==> src/rtl/wt_pkg.sv <==
package wt_pkg;
  // What the count register does on a given edge
  typedef enum logic [1:0] {
    CNT_HOLD = 2'd0,
    CNT_STEP = 2'd1,
    CNT_LOAD = 2'd2
  } cnt_op_e;
endpackage

==> src/rtl/wt_counter.sv <==
module wt_counter #(
  parameter int W = 32,
  parameter logic [W-1:0] RST_COUNT = '1
) (
  input  logic         clk,
  input  logic         rst,
  input  logic         tick_en,
  input  logic         wr_en,
  input  logic [W-1:0] wr_data,
  output logic [W-1:0] count_q,
  output logic         wrap_o
);
  import wt_pkg::*;
  localparam int MSB = W - 1;
  localparam logic [W-1:0] ONE = {{(W-1){1'b0}}, 1'b1};

  cnt_op_e      op;
  logic [W-1:0] dec_val;

  always_comb begin
    if (wr_en)        op = CNT_LOAD;
    else if (tick_en) op = CNT_STEP;
    else              op = CNT_HOLD;
  end

  assign dec_val = count_q - ONE;

  // Wrap: a counting step turns the top bit from 0 to 1 (only from zero)
  assign wrap_o = (op == CNT_STEP) && !count_q[MSB] && dec_val[MSB];

  always_ff @(posedge clk) begin
    if (rst) begin
      count_q <= RST_COUNT;
    end else begin
      unique case (op)
        CNT_LOAD: count_q <= wr_data;
        CNT_STEP: count_q <= dec_val;
        default:  count_q <= count_q;
      endcase
    end
  end
endmodule

==> src/rtl/wt_pending.sv <==
module wt_pending (
  input  logic clk,
  input  logic rst,
  input  logic wrap_i,
  input  logic ack,
  input  logic int_en,
  output logic pend_q,
  output logic irq_q
);
  logic pend_d;

  // A new wrap outranks an acknowledge on the same edge
  assign pend_d = wrap_i | (pend_q & ~ack);

  always_ff @(posedge clk) begin
    if (rst) begin
      pend_q <= 1'b0;
      irq_q  <= 1'b0;
    end else begin
      pend_q <= pend_d;
      irq_q  <= pend_d & int_en;
    end
  end
endmodule

==> src/rtl/wrap_timer.sv <==
module wrap_timer #(
  parameter int W = 32,
  parameter logic [W-1:0] RST_COUNT = '1
) (
  input  logic         clk,
  input  logic         rst,
  input  logic         tick_en,
  input  logic         wr_en,
  input  logic [W-1:0] wr_data,
  input  logic         int_en,
  input  logic         ack,
  output logic [W-1:0] rd_data,
  output logic         irq_req
);
  logic wrap;
  logic pend;

  wt_counter #(.W(W), .RST_COUNT(RST_COUNT)) u_cnt (
    .clk     (clk),
    .rst     (rst),
    .tick_en (tick_en),
    .wr_en   (wr_en),
    .wr_data (wr_data),
    .count_q (rd_data),
    .wrap_o  (wrap)
  );

  wt_pending u_pend (
    .clk    (clk),
    .rst    (rst),
    .wrap_i (wrap),
    .ack    (ack),
    .int_en (int_en),
    .pend_q (pend),
    .irq_q  (irq_req)
  );
endmodule

==> config.mk <==
export PLATFORM = sky130hd
export DESIGN_NAME = wrap_timer
export DESIGN_NICKNAME = d
export VERILOG_FILES = /design/src/rtl/wt_pkg.sv /design/src/rtl/wt_counter.sv /design/src/rtl/wt_pending.sv /design/src/rtl/wrap_timer.sv
export SDC_FILE = /design/constraint.sdc
export NUM_CORES = 1
export LEC_CHECK = 0
export BUFFER_PORTS_ARGS = -buffer_cell sky130_fd_sc_hd__buf_4
export CAP_MARGIN = 40
export CORE_MARGIN = 8
export CORE_UTILIZATION = 50
export CTS_CLUSTER_DIAMETER = 60
export DETAILED_ROUTE_END_ITERATION = 10
export PLACE_DENSITY_LB_ADDON = 0.1
export SETUP_SLACK_MARGIN = 0.02
export SYNTH_ARGS = -nofsm -noshare
export SYNTH_HDL_FRONTEND = slang
export SYNTH_HIERARCHICAL = 1
export SYNTH_SLANG_ARGS = --single-unit
==> constraint.sdc <==
create_clock -name clk -period 5.6 [get_ports clk]
set_clock_uncertainty 0.1 [all_clocks]
set_input_delay 0.84 -clock clk [delete_from_list [all_inputs] [get_ports clk]]
set_output_delay 0.84 -clock clk [all_outputs]
set_load 0.005 [all_outputs]
==> results of run 1 <==
==> worst max-delay path, cell delays in order <==
cell and delay [ns]:
buf_4 0.11, or3b_1 0.48, nor4_1 0.68, nand3_1 0.20
nor3_1 0.20, inv_1 0.08, a21oi_1 0.14
==> report_power, final <==
| part | internal, mW | leakage, nW | switching [mW] |
|---|---|---|---|
| clock network | 0.0856 | 0.0383 | 0.0893 |
| registers | 0.258 | 0.282 | 0.0238 |
| logic | 0.0562 | 0.663 | 0.0428 |
| total | 0.399 | 0.983 | 0.156 |
==> layout by cell type (no fill, tap or decap), types with 4 or more instances in the layout <==
cell	instances
nor4_1	17
and3_1	9
o21ai_0	10
nand2_1	16
nor3_1	39
nor2_1	12
clkbuf_8	5
nand3_1	9
dfxtp_1	34
or4_1	8
a211oi_1	7
a21oi_1	4
xnor2_1	4
o311a_1	6
or3_1	7
buf_4	71
inv_1	6
==> path summary, 6_finish.rpt <==
path	slack [ns]	endpoint	start	cells past startpoint
worst min register to register	0.39	u_pend/irq_q	u_pend/pend_q	2
worst max-delay path	2.99	u_pend/pend_q	tick_en	7
worst max register to register	3.11	u_pend/pend_q	u_cnt/count_q[2]	6
worst min-delay path	0.39	u_pend/irq_q	u_pend/pend_q	2
==> state kept, by name, summed over array words and instances (netlist names) <==
name,flops
u_cnt/count_q,32
u_pend/pend_q,1
u_pend/irq_q,1
==> cell families after synthesis <==
kind of cell	synth area share [%]
compound gates	20.1
buf+inv	5.39
mux	1.42
xor+xnor	2.07
flops	32.2
simple gates	38.2
fa+ha+maj	0.592
==> final cells by class <==
| class | instances | area (sq um) |
|---|---|---|
| clock buffers | 7 | 76.3 |
| multi-input cells | 204 | 1320 |
| repair buffers | 71 | 533 |
| fillers | 370 | 1340 |
| inverters | 6 | 22.5 |
| flip-flops and latches | 34 | 681 |
| well taps | 50 | 62.6 |
==> metrics by stage <==
step,setup WS [ns],std cells,hold slack [ns],util (%)
global route,2.85,372,0.423,66.8
global placement,2.75,365,0.371,64.9
finish,2.99,372,0.393,66.8
CTS,3.02,372,0.397,66.8
detailed placement,2.72,365,0.385,64.9
floorplan,2.91,267,0.362,-
==> metal layers <==
layer	wire length [microns]	vias to the layer above
met5	0	-
met1	2900	1109
met4	116	0
met2	3170	77
li1	-	1153
met3	427	13
==> key figures, run 1 <==
Logic synthesis
  – Largest cells by area after synthesis: dfxtp_1 (32%), nor3_1 (9.2%), nor4_1 (5.0%), clkbuf_1 (3.4%), o311a_1 (2.8%)
  – Synthesis-stage register bit count: 34
  – Syn Nets: 306
  – Synth unique cells: 49
  – Syn Inst Count: 267
  – Synth async-reset ratio: 0%
  – Syn avg cell area: 7.91 sq um
  – Count leader, synth: nor3_1
  – Syn. warnings: 6
  – Post-synth top area share: 32.2%
  – Main synth FF type: dfxtp_1
  – Number of synthesized flops with an enable pin: 0
  – Sequential area share after synthesis: 32.2%
  – Mapped Area: 0.00211 sq mm
  – Cell taking the most area after synthesis: dfxtp_1
  – Most instantiated cells after synthesis: nor3_1 (39), dfxtp_1 (34), clkbuf_1 (19), nor4_1 (17), nand2_1 (16)

GRT
  – Met2 usage: 33.8%
  – GRT Total Usage: 20.2%
  – Largest net degree at the start of global routing: 43
  – Top Usage Layer GRT: met2
  – Met3 Usage GRT: 5.08%
  – Initial antenna violation count: 0
  – Met1 Usage GRT: 24.3%
  – Vias in the first global route: 2165
  – Grt total ovfl: 0
  – First-pass GRT wire length: 10500 microns

CTS
  – CTS tree: yes
  – Bufs on Longest Clock Path: 2
  – Sink Count: 34
  – CTS Hold Buffers Added: 0
  – Worst-Skew Late Latency: 0.29 ns
  – H-tree lvl count: 2
  – Post-CTS Setup Bufs: 0
  – Clock root buffer: clkbuf_8
  – CTS Buf Count: 5
  – CTS resizes: 0
  – Clk slew on worst S/H paths: 0.07 ns

STA
  – RSZ-0062 raised after global routing: no
  – Highest Clock Rate: 383 MHz
  – Final critical-path required period: 2.61 ns
  – Slew HR: 49.0%
  – Slew Limit Fails: 0
  – Setup_tns: 0 ns
  – Final Hold Viols: 0
  – Worst Tran Pin Value: 0.758 ns
  – # setup viols final: 0
  – Final Cycle Share: 46.6%

Place
  – Dpl cell area: 0.00262 sq mm
  – Gpl congestion: 0.895
  – Count of input and output buffers: 70
  – Post-detail-place hpwl: 4660 microns

Layout
  – Share of cells above drive strength 1: 25.5%
  – # diodes: 0
  – Area delta synth->final: 27.5%
  – Final Cell Area: 0.00269 sq mm
  – Final #Nets: 361

Flow run
  – Max-cap viol count: 0

Route
  – Routed wire length: 6620 microns
  – Vias/cell: 6.32
  – Detailed Routing Iterations Pass 1: 4
  – Final ANT Viol Nets: 0
  – Avg WL per Cell: 17.8 microns
  – Drt initial violations: 203
  – Vias: 2352
  – DRC errors left: 0

Worst setup path
  – Crit path required time: 5.72 ns
  – Worst setup SP type: input pin
  – WS Path Type: in -> reg
  – Critical Path Sink Type: register
  – Worst EP arrival: 2.73 ns
  – Crit-path max FO: 8

Die
  – Die X-Extent: 81.0 microns
  – I/O pin count: 71
  – Die Height: 81.0 microns
  – Core area: 0.00403 sq mm
  – Starting Density: 52.4%
  – Die ar.: 0.00656 sq mm
  – Num rows: 23

Pwr
  – Largest vdd supply drop: 0.172 mV
  – Power consumption: 0.555 mW
  – PD cells: 206 mW/mm^2
  – P_leak: 0.983 nW

Hold path
  – Worst min path class: reg -> reg

Run status
  – Outcome: completed
(Power assumes the default switching activity.)
==> run 2, diff against run 1 <==
--- a/config.mk
+++ b/config.mk
@@ -5,6 +5,7 @@
 export SDC_FILE = /design/constraint.sdc
 export NUM_CORES = 1
 export LEC_CHECK = 0
+export ABC_AREA = 1
 export BUFFER_PORTS_ARGS = -buffer_cell sky130_fd_sc_hd__buf_4
 export CAP_MARGIN = 40
 export CORE_MARGIN = 8
==> constraint.sdc (replaced) <==
create_clock -name clk -period 2.5 [get_ports clk]
set_clock_uncertainty 0.1 [all_clocks]
set_input_delay 0.375 -clock clk [delete_from_list [all_inputs] [get_ports clk]]
set_output_delay 0.375 -clock clk [all_outputs]
set_load 0.005 [all_outputs]
==> run 2 against run 1 <==
Routed wire length up 2.7%. Area after synthesis up 10%. Clock-buffer cell count up 1.
==> key figures, run 2 <==
Place
  – Gpl congestion: 0.919 (+2.8%)
  – Post-detail-place hpwl: 5180 microns (+11%)
  – Pre-CTS setup slack: 0.595 ns (-2.13 ns)
  – Dpl cell area: 0.00290 sq mm (+11%)
  – Count of input and output buffers: 70 (unchanged)

Hold path
  – WHS Endpoint: u_cnt/count_q[6]
  – Hold_sp: wr_data[6]
  – Worst min path class: in -> reg
  – Worst Hold Depth: 3 (+1)

Route
  – Met2 WL post-DR: 3240 microns (+2.0%)
  – Max layer used: met4
  – Vias/cell: 5.37 (-15%)
  – Final ANT Viol Nets: 0 (unchanged)
  – Routed wire length: 6800 microns (+2.7%)
  – Drt initial violations: 152 (-25%)
  – Vias: 2555 (+8.6%)
  – DRC errors left: 0 (unchanged)
  – Detailed Routing Iterations Pass 1: 5 (+1)
  – Met3 wire len: 504 microns (+18%)
  – Metal1 wirelength: 2970 microns (+2.3%)
  – Avg WL per Cell: 14.3 microns (-20%)

STA
  – Highest Clock Rate: 578 MHz
  – Slew HR: 53.1% (+4.1 points)
  – Final Hold Viols: 0 (unchanged)
  – RSZ-0062 raised after global routing: no
  – Setup_tns: 0 ns (unchanged)
  – Post-route setup slack: 0.769 ns (-2.22 ns)
  – Final Cycle Share: 69.2%
  – # setup viols final: 0 (unchanged)
  – Worst Tran Pin Value: 0.703 ns (-0.0553 ns)
  – Slew Limit Fails: 0 (unchanged)
  – Final critical-path required period: 1.73 ns

Layout
  – Final #Nets: 460 (+27%)
  – # diodes: 0 (unchanged)
  – Share of cells above drive strength 1: 28.0% (+2.5 points)
  – Max reg flops: 32 (unchanged)
  – Final Util: 65.4% (-1.5 points)
  – Final Cell Area: 0.00301 sq mm (+12%)
  – Biggest register: u_cnt/count_q
  – Area delta synth->final: 29.1%
  – Largest regs: u_cnt/count_q: 32 flops, u_pend/irq_q: 1 flops, u_pend/pend_q: 1 flops
  – Commonest non-fill, non-tap cell in the layout: nand2_1
  – Most frequent cells in the layout: nand2_1 (89), buf_4 (72), nor2_1 (47), dfxtp_1 (34)

Pwr
  – Largest vdd supply drop: 0.356 mV (+110%)
  – P_leak: 1.37 nW (+39%)
  – Clock Power Share: 34.5% (+3.0 points)
  – Logic pwr share: 19.4% (+1.6 points)
  – Sw Pwr: 0.400 mW (+160%)
  – PD cells: 469 mW/mm^2 (+130%)
  – Sw Share: 28.4% (+0.31 points)
  – Power consumption: 1.41 mW (+150%)
  – Sequential Power Share: 46.2% (-4.5 points)
  – Pint: 1.01 mW (+150%)

Die
  – Num rows: 25 (+8.7%)
  – I/O pin count: 71 (unchanged)
  – Core area: 0.00460 sq mm (+14%)
  – Die X-Extent: 84.2 microns (+4.0%)
  – Starting Density: 50.6% (-1.8 points)
  – Die ar.: 0.00710 sq mm (+8.2%)
  – Die Height: 84.2 microns (+4.0%)

Worst setup path
  – Crit path required time: 2.58 ns (-3.14 ns)
  – Launching point of the worst reg2reg path: u_cnt/count_q[0]
  – Crit-path max FO: 6 (-2)
  – WS Path Type: reg -> reg
  – R2r worst-path depth: 9 (+3)
  – Worst R2R End: u_cnt/count_q[20]
  – Worst EP arrival: 1.81 ns (-0.92 ns)
  – Reg2Reg Setup Slack: 0.77 ns (-2.34 ns)
  – Critical Path Sink Type: register
  – Worst setup SP type: register

CTS
  – CTS resizes: 0 (unchanged)
  – Worst-Skew Late Latency: 0.29 ns (about the same)
  – Post-CTS Setup Bufs: 0 (unchanged)
  – H-tree lvl count: 2 (unchanged)
  – CTS Buf Count: 5 (unchanged)
  – Clock root buffer: clkbuf_8
  – Clk slew on worst S/H paths: 0.07 ns (about the same)
  – CTS Hold Buffers Added: 0 (unchanged)
  – Sink Count: 34 (unchanged)
  – CTS tree: yes
  – Bufs on Longest Clock Path: 2 (unchanged)

GRT
  – Vias in the first global route: 2478 (+14%)
  – First-pass GRT wire length: 11300 microns (+7.5%)
  – Grt total ovfl: 0 (unchanged)
  – Initial antenna violation count: 0 (unchanged)
  – Largest net degree at the start of global routing: 35 (-19%)
  – GRT Total Usage: 19.0% (-1.2 points)

Logic synthesis
  – Synth unique cells: 34 (-31%)
  – Synthesis-stage register bit count: 34 (unchanged)
  – Most instantiated cells after synthesis: nand2_1 (89), nor2_1 (48), dfxtp_1 (34), inv_1 (30), nand3_1 (30)
  – Synth async-reset ratio: 0% (unchanged)
  – Cell taking the most area after synthesis: dfxtp_1
  – Mapped Area: 0.00233 sq mm (+10%)
  – Largest cells by area after synthesis: dfxtp_1 (29%), nand2_1 (14%), nor2_1 (7.7%), a221oi_1 (7.5%), nand3_1 (6.4%)
  – Sequential area share after synthesis: 29.2% (-3.0 points)
  – Syn Nets: 393 (+28%)
  – Post-synth top area share: 29.2% (-3.0 points)
  – Syn Inst Count: 354 (+33%)
  – Count leader, synth: nand2_1
  – Syn avg cell area: 6.58 sq um (-17%)
  – Main synth FF type: dfxtp_1
  – Number of synthesized flops with an enable pin: 0 (unchanged)
  – Syn. warnings: 6 (unchanged)

Run status
  – Outcome: completed

Flow run
  – Max-cap viol count: 0 (unchanged)
[run 2: cell types whose count changed after synthesis, moves of 8 or more]
| cell | previous run | this run |
|---|---|---|
| nand2_1 | 16 | 89 |
| nor3_1 | 39 | 2 |
| nor2_1 | 12 | 48 |
| inv_1 | 6 | 30 |
| nand3_1 | 9 | 30 |
| a221oi_1 | 0 | 20 |
| nor4_1 | 17 | 1 |
| clkbuf_1 | 19 | 7 |
| nor2_2 | 0 | 11 |
| and3_1 | 9 | 0 |
| nand2_2 | 0 | 8 |
| or4_1 | 8 | 0 |
[run 2: cell families (layout without fill, tap and decap cells)]
family | count (synthesis) | after routing | synth area share, %
buffers and inverters | 46 | 114 | 7.85
xor gates and xnor gates | 3 | 3 | 1.13
adders and majority gates | 1 | 1 | 0.537
DFF | 34 | 34 | 29.2
and+or+nand+nor | 210 | 210 | 43.4
AOI/OAI and AO/OA | 60 | 60 | 17.9
[run 2: critical path, stage by stage (launching register included)]
cell and delay [ns]:
dfxtp_1 0.33, inv_1 0.17, ha_1 0.31, nand2_4 0.11, nor2_8 0.17, nand2_2 0.11
nor2_2 0.09, nand2_1 0.06, nand3_1 0.10, nand2_1 0.06
[run 2: power groups by stage]
stage | sequential [mW] | clock, mW | combinational (mW)
6_report | 0.650 | 0.486 | 0.273
5_1_grt | 0.659 | 0.522 | 0.303
3_5_place_dp | 0.662 | 0 | 0.275
2_1_floorplan | 0.652 | 0 | 0.135
4_1_cts | 0.650 | 0.501 | 0.276
3_3_place_gp | 0.662 | 0 | 0.267
[run 2: through the flow]
step / std cells / hold WS (ns)
2_1_floorplan: 354 / 0.340
3_3_place_gp: 467 / 0.358
3_5_place_dp: 468 / 0.367
4_1_cts: 476 / 0.191
5_1_grt: 476 / 0.212
6_report: 476 / 0.196
[run 2: how the worst max path moves through the flow]
| stage | from | end | slack, ns | cells after the start |
|---|---|---|---|---|
| 3_3_place_gp | wr_en | u_cnt/count_q[31] | 0.47 | 4 |
| 4_1_cts | u_cnt/count_q[0] | u_cnt/count_q[20] | 0.78 | 9 |
| 3_5_place_dp | wr_en | u_cnt/count_q[31] | 0.60 | 7 |
| 5_1_grt | u_cnt/count_q[0] | u_cnt/count_q[26] | 0.62 | 9 |
| 6_report | u_cnt/count_q[0] | u_cnt/count_q[20] | 0.77 | 9 |
| 2_1_floorplan | u_cnt/count_q[0] | u_cnt/count_q[26] | 0.96 | 9 |
[run 2: area by class of cell]
type	count	area (sq um)
fill	457	1590
multi-input combinational	274	1470
inverter	33	124
clock buffer	8	110
sequential	34	681
tap	54	67.6
timing repair buffer	73	556
[run 2: routing by layer]
metal	vias up	global-route usage [%]
met2	74	32.5
met1	1156	22.3
li1	1317	-
met5	-	0
met4	0	5.97
met3	8	5.03
